[src/rtl/sched_s0_pkg.sv]
package sched_s0_pkg;

   // Output stage variant chosen at elaboration.
   typedef enum logic [0:0] {
      STAGE_REG    = 1'b0,
      STAGE_BYPASS = 1'b1
   } stage_mode_e;

   localparam int unsigned DEF_WORD_W  = 64;
   localparam int unsigned DEF_LANES   = 4;
   localparam int unsigned DEF_ROT_A   = 1;
   localparam int unsigned DEF_ROT_B   = 8;
   localparam int unsigned DEF_SHIFT_C = 7;

endpackage

[src/rtl/sched_s0_mix.sv]
module sched_s0_mix #(
   parameter int unsigned WORD_W  = sched_s0_pkg::DEF_WORD_W,
   parameter int unsigned ROT_A   = sched_s0_pkg::DEF_ROT_A,
   parameter int unsigned ROT_B   = sched_s0_pkg::DEF_ROT_B,
   parameter int unsigned SHIFT_C = sched_s0_pkg::DEF_SHIFT_C
) (
   input  logic [WORD_W-1:0] x,
   output logic [WORD_W-1:0] y
);

   if (ROT_A == 0 || ROT_A >= WORD_W) begin : g_bad_rot_a
      $error("sched_s0_mix: ROT_A must lie in 1..WORD_W-1");
   end
   if (ROT_B == 0 || ROT_B >= WORD_W) begin : g_bad_rot_b
      $error("sched_s0_mix: ROT_B must lie in 1..WORD_W-1");
   end
   if (SHIFT_C >= WORD_W) begin : g_bad_shift
      $error("sched_s0_mix: SHIFT_C must be below WORD_W");
   end

   logic [WORD_W-1:0] rot_a;
   logic [WORD_W-1:0] rot_b;
   logic [WORD_W-1:0] shr_c;

   // Each rotate is pure rewiring: the low bits move to the top.
   assign rot_a = {x[ROT_A-1:0], x[WORD_W-1:ROT_A]};
   assign rot_b = {x[ROT_B-1:0], x[WORD_W-1:ROT_B]};
   assign shr_c = x >> SHIFT_C;

   assign y = rot_a ^ rot_b ^ shr_c;

endmodule

[src/rtl/sched_s0_lanes.sv]
module sched_s0_lanes #(
   parameter int unsigned WORD_W  = sched_s0_pkg::DEF_WORD_W,
   parameter int unsigned LANES   = sched_s0_pkg::DEF_LANES,
   parameter int unsigned ROT_A   = sched_s0_pkg::DEF_ROT_A,
   parameter int unsigned ROT_B   = sched_s0_pkg::DEF_ROT_B,
   parameter int unsigned SHIFT_C = sched_s0_pkg::DEF_SHIFT_C,
   localparam int unsigned VEC_W  = WORD_W * LANES
) (
   input  logic [VEC_W-1:0]  words,
   input  logic [WORD_W-1:0] tail_word,
   output logic [VEC_W-1:0]  sums
);

   for (genvar k = 0; k < LANES; k++) begin : g_lane
      logic [WORD_W-1:0] nbr;
      logic [WORD_W-1:0] mixed;

      // The neighbour of the top lane comes from the separate tail word.
      if (k == LANES - 1) begin : g_tail
         assign nbr = tail_word;
      end else begin : g_inner
         assign nbr = words[(k+1)*WORD_W +: WORD_W];
      end

      sched_s0_mix #(
         .WORD_W (WORD_W),
         .ROT_A  (ROT_A),
         .ROT_B  (ROT_B),
         .SHIFT_C(SHIFT_C)
      ) u_mix (
         .x(nbr),
         .y(mixed)
      );

      // Lane-wide add; the carry out of the lane is dropped.
      assign sums[k*WORD_W +: WORD_W] = words[k*WORD_W +: WORD_W] + mixed;
   end

endmodule

[src/rtl/sched_s0_hold.sv]
module sched_s0_hold #(
   parameter int unsigned                DATA_W = 256,
   parameter sched_s0_pkg::stage_mode_e MODE   = sched_s0_pkg::STAGE_REG
) (
   input  logic              clk,
   input  logic              rst,
   input  logic              up_valid,
   output logic              up_ready,
   input  logic [DATA_W-1:0] up_data,
   output logic              dn_valid,
   input  logic              dn_ready,
   output logic [DATA_W-1:0] dn_data
);

   if (MODE == sched_s0_pkg::STAGE_REG) begin : g_reg
      logic              full_q;
      logic [DATA_W-1:0] data_q;
      logic              take;

      assign up_ready = !full_q || dn_ready;
      assign take     = up_valid && up_ready;

      always_ff @(posedge clk) begin
         if (rst) begin
            full_q <= 1'b0;
         end else if (take) begin
            full_q <= 1'b1;
         end else if (dn_ready) begin
            full_q <= 1'b0;
         end
      end

      always_ff @(posedge clk) begin
         if (take) begin
            data_q <= up_data;
         end
      end

      assign dn_valid = full_q;
      assign dn_data  = data_q;
   end else begin : g_bypass
      logic unused_clk_rst;
      assign unused_clk_rst = clk ^ rst;

      assign up_ready = dn_ready;
      assign dn_valid = up_valid;
      assign dn_data  = up_data;
   end

endmodule

[src/rtl/sched_s0_stage.sv]
module sched_s0_stage #(
   parameter int unsigned                WORD_W  = sched_s0_pkg::DEF_WORD_W,
   parameter int unsigned                LANES   = sched_s0_pkg::DEF_LANES,
   parameter int unsigned                ROT_A   = sched_s0_pkg::DEF_ROT_A,
   parameter int unsigned                ROT_B   = sched_s0_pkg::DEF_ROT_B,
   parameter int unsigned                SHIFT_C = sched_s0_pkg::DEF_SHIFT_C,
   parameter sched_s0_pkg::stage_mode_e MODE    = sched_s0_pkg::STAGE_REG,
   localparam int unsigned               VEC_W   = WORD_W * LANES,
   localparam int unsigned               NEXT_W  = 2 * WORD_W
) (
   input  logic              clk,
   input  logic              rst,
   input  logic              in_valid,
   output logic              in_ready,
   input  logic [VEC_W-1:0]  in_words,
   input  logic [NEXT_W-1:0] in_next,
   output logic              out_valid,
   input  logic              out_ready,
   output logic [VEC_W-1:0]  out_words
);

   if (LANES < 1) begin : g_bad_lanes
      $error("sched_s0_stage: LANES must be at least 1");
   end
   if (WORD_W < 2) begin : g_bad_width
      $error("sched_s0_stage: WORD_W must be at least 2");
   end

   logic [VEC_W-1:0] lane_sums;
   logic             unused_next_hi;

   // Only the low word of the narrow operand takes part.
   assign unused_next_hi = ^in_next[NEXT_W-1:WORD_W];

   sched_s0_lanes #(
      .WORD_W (WORD_W),
      .LANES  (LANES),
      .ROT_A  (ROT_A),
      .ROT_B  (ROT_B),
      .SHIFT_C(SHIFT_C)
   ) u_lanes (
      .words    (in_words),
      .tail_word(in_next[WORD_W-1:0]),
      .sums     (lane_sums)
   );

   sched_s0_hold #(
      .DATA_W(VEC_W),
      .MODE  (MODE)
   ) u_hold (
      .clk     (clk),
      .rst     (rst),
      .up_valid(in_valid),
      .up_ready(in_ready),
      .up_data (lane_sums),
      .dn_valid(out_valid),
      .dn_ready(out_ready),
      .dn_data (out_words)
   );

endmodule

[config.mk]
export PLATFORM = sky130hd
export DESIGN_NAME = sched_s0_stage
export DESIGN_NICKNAME = d
export VERILOG_FILES = /design/src/rtl/sched_s0_pkg.sv /design/src/rtl/sched_s0_mix.sv /design/src/rtl/sched_s0_lanes.sv /design/src/rtl/sched_s0_hold.sv /design/src/rtl/sched_s0_stage.sv
export SDC_FILE = /design/constraint.sdc
export NUM_CORES = 1
export LEC_CHECK = 0
export BUFFER_PORTS_ARGS = -buffer_cell sky130_fd_sc_hd__buf_2
export CAP_MARGIN = 40
export CORE_MARGIN = 3
export CORE_UTILIZATION = 35
export CTS_CLUSTER_DIAMETER = 60
export CTS_CLUSTER_SIZE = 16
export DETAILED_ROUTE_END_ITERATION = 12
export PLACE_DENSITY = 0.57
export SLEW_MARGIN = 10
export SYNTH_ARGS = -nofsm -noshare
export SYNTH_HDL_FRONTEND = slang
export SYNTH_SLANG_ARGS = --single-unit
[constraint.sdc]
create_clock -name clk -period 8.2 [get_ports clk]
set_clock_uncertainty 0.05 [all_clocks]
set_input_delay 0.82 -clock clk [delete_from_list [all_inputs] [get_ports clk]]
set_output_delay 0.82 -clock clk [all_outputs]
set_load 0.005 [all_outputs]
==> out/metrics.cfg <==
[layout]
drive_above_1_share_pct=19.8
fin_nets=4128
instances_no_fill=4513
fill_cells=7478
register_area_mm2=0.00771
area_growth_syn_to_layout_pct=20.1
multi_input_area_mm2=0.0185

[yosys]
synth_edf_count=256
ys_async_sr_fraction_pct=0
netlist.area_leader.share_pct=28.7
synth-seq-cells=257
synthTopCellsByCount=601 x xnor2_1, 288 x a21oi_1, 276 x ha_1
synth.net_count=3576
yosysSeqAreaShare_pct=28.7
synth_top_area_cell=edfxtp_1
synthTopCellsByArea=edfxtp_1 29%, xnor2_1 20%, ha_1 13%
synthCells=2908
netlist_area_mm2=0.0268
ys_types=79
yosys_warnings=0
synth.most_common_cell=xnor2_1
synth_area_per_cell_um2=9.22
synthFlopType=edfxtp_1

[power]
combPwrFrac_pct=47.8
p_int_uw=4370
total_power_uw=7290
seqPwrFrac_pct=27.7
ir_worst_vdd_v=0.000131
leakagePower_uw=0.0136
pwr_density_cell_mw_per_mm2=226
power_frac_clock_pct=24.5
power.switching_fraction_pct=40.1
p_switching_uw=2920

[critical_path]
reg2regPathDepth=4
critPathLaunch=in_words[199]
start_kind=input port
path_max_fanout=5
criticalPathCategory=in2reg
cp-end-kind=register
cp.arrival_ns=5.00
r2r_start=u_hold.dn_valid
cp.required_ns=8.44

[global_route]
grt_util_all_layers_pct=25.5
overflow=0
grt_max_degree=63
grt_pass1_vias=24000
antenna_found_initial=7
grt_pass1_wl_um=152000

[place]
dp.cells=4437
gp_congestion=0.974
dp_worst_setup_slack_ns=2.86
detailed_place_hpwl_um=89600
port-buffer-count=581

[run_status]
status=finished, final reports clean

[sta]
finalHoldViolCount=0
finalSetupViolations=0
rsz0062_at_grt=false
slew_headroom_pct=42.6
finalCritPeriodShare_pct=58.1
setup_slack_ns=3.44
tightest_slew_ns=0.861
slew_violations=0
setup-tns-final_ns=0
fmax_mhz=210
period_minus_slack_ns=4.76

[floorplanning]
die-area_mm2=0.0800
dieWidth_um=283
ios=646
coreArea_mm2=0.0752
chipHeight_um=283
start_util_pct=35.7
rows=100

[drt]
ant_nets=0
wl_per_cell_um=23.4
vias_per_cell=5.37
dr_total_vias=24200
wl_um=106000
drtIter0Drc=1541
drc=0
firstDrtPassIters=5

[clock_tree]
htreeDepth=2
clk_latency_ns=0.59
cts_buffer_depth=3
cts_sinks=257
hold_buffers=0
ctsResizeCount=0
cts_root_buf=clkbuf_16
clk_pin_slew_ns=0.06
cts_made_buffers=41
cts_tree=yes
postCtsSetupBuffers=0

[flow_run]
cap_violations=0

[min_path]
hold_path_class=in2reg
whs_path_depth=2
hp-start=rst

final timing paths:
check             slack (ns)                  end
hold reg to reg         0.46      u_hold.dn_valid
setup / recovery        3.44  u_hold.dn_data[190]
setup reg to reg        5.47  u_hold.dn_data[217]
hold / removal          0.32      u_hold.dn_valid
metrics by stage:
| stage | utilization [%] | hold WS, ns | area (um2) |
|---|---|---|---|
| 5_1_grt | 42.8 | 0.310 | 32200 |
| 3_3_place_gp | 40.9 | 0.455 | 30700 |
| 6_report | 42.8 | 0.319 | 32200 |
| 4_1_cts | 42.8 | 0.293 | 32200 |
| 3_5_place_dp | 41.0 | 0.457 | 30800 |
| 2_1_floorplan | - | 0.472 | 26800 |
routing by layer:
layer  part of all wire [%]  GRT usage [%]
met1                     42           31.8
met5                  0.026              0
met2                     48           43.7
met4                    4.4           10.2
met3                    6.3           4.43
layout by cell type, fill, tap and decap left out, drive strengths merged, types with 17 or more instances in the layout:
| cell type | Yosys | final |
|---|---|---|
| edfxtp | 256 | 256 |
| a21o | 182 | 182 |
| and2 | 17 | 17 |
| a31oi | 29 | 29 |
| nand2b | 29 | 29 |
| nand2 | 191 | 191 |
| nor2 | 127 | 127 |
| o21ai | 144 | 144 |
| nand4 | 65 | 65 |
| buf | 3 | 588 |
| xor2 | 124 | 124 |
| xnor2 | 601 | 601 |
| clkbuf | 77 | 44 |
| and3 | 17 | 17 |
| nor2b | 32 | 32 |
| a211oi | 23 | 23 |
| nand3 | 50 | 50 |
| a21oi | 289 | 289 |
| inv | 77 | 89 |
| o31ai | 20 | 20 |
| o21a | 20 | 20 |
| o21bai | 54 | 54 |
| ha | 276 | 276 |
| nor3 | 36 | 36 |
kinds of logic (layout without fill, tap and decap cells):
group / count (synthesis) / after routing / synth area share, %
xor gates and xnor gates: 725 / 725 / 23.7
DFF: 257 / 257 / 28.7
buffers and inverters: 157 / 738 / 2.21
AOI/OAI and AO/OA: 863 / 863 / 20.7
muxes: 3 / 3 / 0.112
other: 0 / 4 / 0
and+or+nand+nor: 623 / 623 / 11.4
adders and majority gates: 280 / 280 / 13.2
critical path, stage by stage:
cell       delay (ns)
buf_2            0.24
xnor2_1          0.11
xnor2_1          0.34
ha_1             0.27
inv_1            0.07
fa_1             0.44
nor2b_1          0.14
o21a_1           0.14
o21ai_0          0.15
o2111ai_1        0.27
nand3b_1         0.11
nand3_1          0.24
a21oi_1          0.23
o31ai_1          0.54
o211ai_1         0.29
o41ai_1          0.43
xor2_1           0.14
flip-flops by register name (all words and copies together), names as in the netlist:
register	cells
u_hold.dn_data	256
u_hold.dn_valid	1
power by group through the flow:
stage / Combinational, uW / Clock, uW / Sequential [uW]
3_5_place_dp: 3460 / 0 / 2050
5_1_grt: 3830 / 1890 / 2040
4_1_cts: 3480 / 1840 / 2020
6_report: 3480 / 1790 / 2020
3_3_place_gp: 3470 / 0 / 2040
2_1_floorplan: 2220 / 0 / 2070
final cells by class:
cell class | instances | area share [%]
diodes | 4 | 0.0311
clock buffers | 44 | 3.35
clock inverters | 28 | 0.940
inverters | 77 | 0.898
multi-input cells | 2494 | 57.5
flip-flops and latches | 257 | 23.9
well taps | 1020 | 3.96
repair buffers | 589 | 9.35
Note: power is estimated with default switching activity, not from simulation.
